File: src/rtl/tmr_pkg.sv
package tmr_pkg;

    localparam int DATA_W = 32;

    typedef enum logic [1:0] {
        SEL_RELOAD = 2'd0,
        SEL_COUNT  = 2'd1,
        SEL_CTRL   = 2'd2,
        SEL_FLAG   = 2'd3
    } reg_sel_e;

    typedef struct packed {
        logic cascade;
        logic irq_en;
        logic run;
    } ctrl_t;

    localparam ctrl_t CTRL_RST = '{cascade: 1'b0, irq_en: 1'b1, run: 1'b0};
    localparam logic [DATA_W-1:0] RELOAD_RST = '1;

    function automatic logic [DATA_W-1:0] ctrl_to_word(input ctrl_t c);
        return {{(DATA_W-$bits(ctrl_t)){1'b0}}, c};
    endfunction

endpackage

File: src/rtl/tmr_addr_dec.sv
module tmr_addr_dec
    import tmr_pkg::*;
#(
    parameter int ADDR_W = 12,
    parameter int NUM_CH = 8,
    parameter int BASE   = 'h100,
    localparam int CW    = $clog2(NUM_CH)
) (
    input  logic [ADDR_W-1:0] addr,
    output logic              hit,
    output logic [CW-1:0]     ch,
    output reg_sel_e          sel
);
    localparam int STRIDE = 16;
    localparam logic [ADDR_W-1:0] LO_A = ADDR_W'(BASE);
    localparam logic [ADDR_W-1:0] HI_A = ADDR_W'(BASE + NUM_CH * STRIDE);

    logic [ADDR_W-1:0] offs;

    always_comb begin
        offs = addr - LO_A;
        hit  = (addr >= LO_A) && (addr < HI_A);
        ch   = offs[CW+3:4];
        sel  = reg_sel_e'(offs[3:2]);
    end
endmodule

File: src/rtl/tmr_chan.sv
module tmr_chan
    import tmr_pkg::*;
#(
    parameter bit CAN_CASCADE = 1'b1
) (
    input  logic              clk,
    input  logic              rst,
    input  logic              tick_en,
    input  logic              lower_wrap,
    input  logic              wr_reload,
    input  logic              wr_ctrl,
    input  logic              wr_flag,
    input  logic [DATA_W-1:0] wdata,
    output logic [DATA_W-1:0] reload_q,
    output logic [DATA_W-1:0] count_q,
    output ctrl_t             ctrl_q,
    output logic              flag_q,
    output logic              wrap
);
    logic step_src;
    logic step;

    generate
        if (CAN_CASCADE) begin : g_casc
            assign step_src = ctrl_q.cascade ? lower_wrap : tick_en;
        end else begin : g_plain
            assign step_src = tick_en;
        end
    endgenerate

    assign step = ctrl_q.run && step_src;
    assign wrap = step && (count_q == '0);

    always_ff @(posedge clk) begin
        if (rst) begin
            reload_q <= RELOAD_RST;
            count_q  <= RELOAD_RST;
            ctrl_q   <= CTRL_RST;
            flag_q   <= 1'b0;
        end else begin
            if (wr_reload) reload_q <= wdata;
            if (wr_ctrl)   ctrl_q   <= ctrl_t'(wdata[$bits(ctrl_t)-1:0]);

            if (wr_ctrl && wdata[0] && !ctrl_q.run)
                count_q <= reload_q;
            else if (wr_reload && !ctrl_q.run)
                count_q <= wdata;
            else if (wrap)
                count_q <= reload_q;
            else if (step)
                count_q <= count_q - 1'b1;

            if (wrap)
                flag_q <= 1'b1;
            else if (wr_flag)
                flag_q <= 1'b0;
        end
    end
endmodule

File: src/rtl/mtimer_bank.sv
module mtimer_bank
    import tmr_pkg::*;
#(
    parameter int ADDR_W = 12,
    parameter int NUM_CH = 8,
    parameter int BASE   = 'h100
) (
    input  logic              clk,
    input  logic              rst,
    input  logic              tick_en,
    input  logic [ADDR_W-1:0] bus_addr,
    input  logic              bus_we,
    input  logic [31:0]       bus_wdata,
    output logic [31:0]       bus_rdata,
    output logic              irq
);
    localparam int CW = $clog2(NUM_CH);

    logic     dec_hit;
    logic [CW-1:0] dec_ch;
    reg_sel_e dec_sel;

    logic [NUM_CH-1:0][DATA_W-1:0] reload_arr;
    logic [NUM_CH-1:0][DATA_W-1:0] cnt_arr;
    ctrl_t [NUM_CH-1:0]            ctrl_arr;
    logic [NUM_CH-1:0]             flag_vec;
    logic [NUM_CH-1:0]             ie_vec;
    logic [NUM_CH-1:0]             run_vec;
    logic [NUM_CH-1:0]             wrap_vec;
    logic [NUM_CH-1:0]             ch_wr;

    tmr_addr_dec #(.ADDR_W(ADDR_W), .NUM_CH(NUM_CH), .BASE(BASE)) dec_i (
        .addr (bus_addr),
        .hit  (dec_hit),
        .ch   (dec_ch),
        .sel  (dec_sel)
    );

    generate
        for (genvar i = 0; i < NUM_CH; i++) begin : g_ch
            logic lower;
            if (i == 0) begin : g_first
                assign lower = 1'b0;
            end else begin : g_rest
                assign lower = wrap_vec[i-1];
            end

            assign ch_wr[i] = bus_we && dec_hit && (dec_ch == CW'(i));

            tmr_chan #(.CAN_CASCADE(i != 0)) chan_i (
                .clk        (clk),
                .rst        (rst),
                .tick_en    (tick_en),
                .lower_wrap (lower),
                .wr_reload  (ch_wr[i] && (dec_sel == SEL_RELOAD)),
                .wr_ctrl    (ch_wr[i] && (dec_sel == SEL_CTRL)),
                .wr_flag    (ch_wr[i] && (dec_sel == SEL_FLAG)),
                .wdata      (bus_wdata),
                .reload_q   (reload_arr[i]),
                .count_q    (cnt_arr[i]),
                .ctrl_q     (ctrl_arr[i]),
                .flag_q     (flag_vec[i]),
                .wrap       (wrap_vec[i])
            );

            assign ie_vec[i]  = ctrl_arr[i].irq_en;
            assign run_vec[i] = ctrl_arr[i].run;
        end
    endgenerate

    assign irq = |(flag_vec & ie_vec);

    always_ff @(posedge clk) begin
        if (rst) begin
            bus_rdata <= '0;
        end else if (!dec_hit) begin
            bus_rdata <= '0;
        end else begin
            unique case (dec_sel)
                SEL_RELOAD: bus_rdata <= reload_arr[dec_ch];
                SEL_COUNT:  bus_rdata <= cnt_arr[dec_ch];
                SEL_CTRL:   bus_rdata <= ctrl_to_word(ctrl_arr[dec_ch]);
                SEL_FLAG:   bus_rdata <= {{(DATA_W-1){1'b0}}, flag_vec[dec_ch]};
            endcase
        end
    end
endmodule

File: config.mk
export PLATFORM = sky130hd
export DESIGN_NAME = mtimer_bank
export DESIGN_NICKNAME = d
export VERILOG_FILES = /design/src/rtl/tmr_pkg.sv /design/src/rtl/tmr_addr_dec.sv /design/src/rtl/tmr_chan.sv /design/src/rtl/mtimer_bank.sv
export SDC_FILE = /design/constraint.sdc
export NUM_CORES = 2
export LEC_CHECK = 0
export ABC_AREA = 1
export BUFFER_PORTS_ARGS = -buffer_cell sky130_fd_sc_hd__buf_2
export CORE_MARGIN = 8
export CORE_UTILIZATION = 52
export CTS_CLUSTER_SIZE = 20
export DETAILED_ROUTE_END_ITERATION = 12
export HOLD_SLACK_MARGIN = 0.15
export PLACE_DENSITY_LB_ADDON = 0.08
export SLEW_MARGIN = 20
export SYNTH_ARGS = -nofsm -noshare
export SYNTH_HDL_FRONTEND = slang
export SYNTH_SLANG_ARGS = --single-unit
File: constraint.sdc
create_clock -name clk -period 4.49 [get_ports clk]
set_clock_uncertainty 0.05 [all_clocks]
set_input_delay 0 -clock clk [delete_from_list [all_inputs] [get_ports clk]]
set_output_delay 0 -clock clk [all_outputs]
set_load 0.005 [all_outputs]
==> run summary <==
Outcome: complete, no violations
GRT overflow: 0
Worst-path clk slew: 60 ps
Clk Latency, worst-skew pair: 630 ps
Critical path, cell by cell: inv_1 > ha_1 > nand2_1 > nor2_4 > nand2_2 > nor2_4 > nand3_2 > nor2_4 > nand4_2 > nor2_2 > nand3_2 > nand2_2 > nand3_4 > nand2_2 > nand3_4 > nand2_2 > nand3_4 > nand2_4 > nand2_1 > nand3_2 > buf_4 > o21ai_0 > inv_1 > nand2_1
Layout Nets: 5187
Crit-path leading delay family: simple AND/OR/NAND/NOR gates
Overall Power: 11.7 mW
Drt drc: 0
Crit path top cell by count: nand2_2
Slowest Stage Delay on Critical Path: 360 ps
P_leak: 17.1 nW
CP required: 4960 ps
Worst hold path type: primary input to flip-flop
CP max stage cell: buf_4
Fill cells: 6682
Maximum buffer depth of the clock tree: 3
Predominant post-synthesis flop cell: dfxtp_1
Synth Warn #: 0
Via count: 39300
Worst Path Buf+Inv: 3
WL/cell: 25.6 um
WHS: 207 ps
IO Pins: 81
CTS tree: yes
Final period utilization: 91.1%
Syn avg cell area: 6.78 um^2
Initial core utilization: 52.6%
Setup Buffers After CTS: 0
Yosys cell types: 59
Area leader, netlist: dfxtp_1
Mapped Cells: 5213
FMAX: 244 MHz
Area contributors post-synth: dfxtp_1 33%, nand2_1 12%, o211ai_1 11%
Max-slew violations: 0
Critical Path Sink Type: flip-flop
Most common cell in the netlist: nand2_1
Initial DRC count: 5334
DIE WIDTH: 277 um
Detail Route Antenna Nets: 0
Layout cells sized above 1: 7.97%
Worst-Margin Slew: 1180 ps
RSZ-0062 raised after global routing: false
#FFs+latches synth: 576
Met2 global-route usage: 54.8%
Most frequent cells after synthesis: 1140 x nand2_1, 576 x dfxtp_1, 495 x o211ai_1
Top-area cell type share of the netlist area: 32.6%
Post-layout util: 58.0%
Largest net degree at the start of global routing: 120
CTS Buf Count: 69
Slew margin rel.: 21.2%
Ys async rst share: 0%
Gr busiest metal: met2
GRT Resource Usage Total: 38.5%
Vias in the first global route: 35400
EDFF count, synth: 0
H-tree depth: 3
Fin. Hold Viols: 0
I/O Buffers: 78
Hpwl dp: 109000 um
Startpoint types: flip-flop
Num rows: 95
R2R Setup Slk: 400 ps
Post-DP Area: 36300 um^2
PwrDens: 300 nW/um^2
Setup TNS: 0 ps
Crit Path Max Fanout: 35
Die height: 277 um
Syn nets: 5271
Sink Count: 576
WL final: 155000 um
Via density: 6.49
GP Congestion: 0.982
Met1 GRT Util: 53.2%
Post-route cell area: 39000 um^2
Met3 Use GR: 8.28%
Register area share after synthesis: 32.6%
Critical path class: flip-flop to flip-flop
Max Cap Violations: 0
First drt pass iteration count: 8
Peak VDD IR: 0.337 mV
WP data arrival: 4560 ps
Post-layout min period: 4090 ps
First-pass GRT wire length: 229000 um
Setup violators final: 0
CTS root buffer: clkbuf_16
Core Area: 67300 um^2
Die footprint: 76600 um^2
Number of antenna violations at the first check in global routing: 12
Cell Area, Synth: 35400 um^2
Area growth syn-to-layout: 10.4%
[stage by stage]
stage	instances	worst slack, ps
final	6059	399
after global routing	6053	57.1
after CTS	6052	455
after detailed placement	5887	480
after global placement	5887	567
after floorplan	5213	1390
[worst paths after layout]
check / start / end / cells after the start
worst max-delay path: g_ch[3].chan_i.count_q[0]$_SDFFE_PP1P_ / g_ch[7].chan_i.count_q[21]$_SDFFE_PP1P_ / 24
worst min-delay path: bus_wdata[17] / g_ch[6].chan_i.reload_q[17]$_SDFFE_PP1P_ / 4
worst max register to register: g_ch[3].chan_i.count_q[0]$_SDFFE_PP1P_ / g_ch[7].chan_i.count_q[21]$_SDFFE_PP1P_ / 24
worst min register to register: g_ch[5].chan_i.count_q[31]$_SDFFE_PP1P_ / g_ch[5].chan_i.count_q[31]$_SDFFE_PP1P_ / 2
[layout make-up]
cell class	count	area (um^2)	area share [%]
Antenna cell	6	15.0	0.0385
Clock buffer	96	2000	5.13
Clock inverter	26	250	0.641
Inverter	507	1910	4.89
Multi-Input combinational cell	3733	20500	52.4
Sequential cell	576	11500	29.5
Tap cell	873	1090	2.80
Timing Repair Buffer	242	1780	4.55
[routing by layer]
metal	share of wire [%]	vias to the layer above
met4	6.5	10
met1	41	18300
met2	41	2453
li1	-	18100
met3	11	488
met5	0.050	-
[repair_timing]
item | in CTS | in global routing
hold buffers | 43 | 0
gates resized for setup | 0 | 0
hold endpoints to repair | 376 | 0
[worst min-delay path, cell delays in order]
cell and delay (ps):
dlygate4sd3_1 520, buf_2 180, a21oi_1 80, o21ai_0 60
[registers in the layout, summed over array words and instances, names as in the netlist]
name	flops
bus_rdata	32
g_ch.chan_i.count_q	256
g_ch.chan_i.reload_q	256
g_ch.chan_i.ctrl_q	24
g_ch.chan_i.flag_q	8
[logic make-up after synthesis]
logic type | synth area share (%)
DFF | 32.6
xor gates and xnor gates | 4.24
adders and majority gates | 0.354
buffers and inverters | 9.78
AOI/OAI and AO/OA | 29.7
and+or+nand+nor | 23.3
[report_power, final]
part	switching [mW]	internal, mW
sequential	0.00544	5.12
combinational	0.633	0.180
clock	2.46	3.30
[layout by cell type, fill, tap and decap left out, drive strengths merged, types with 7 or more instances in the layout]
| cell type | instances |
|---|---|
| nand2 | 1148 |
| dfxtp | 576 |
| o211ai | 495 |
| inv | 487 |
| o21ai | 470 |
| nor2 | 344 |
| nand3 | 276 |
| a21oi | 251 |
| buf | 199 |
| xor2 | 136 |
| clkbuf | 96 |
| o221ai | 90 |
| nand4 | 88 |
| o22ai | 57 |
| a22oi | 47 |
| nor3 | 46 |
| o2111ai | 44 |
| dlygate4sd3 | 43 |
| clkinv | 40 |
| a221oi | 35 |
| xnor2 | 35 |
| a31oi | 34 |
| a31o | 29 |
| a211oi | 25 |
| nor4 | 23 |
| a211o | 10 |
| ha | 10 |
| a311oi | 7 |
(Power assumes the default switching activity.)
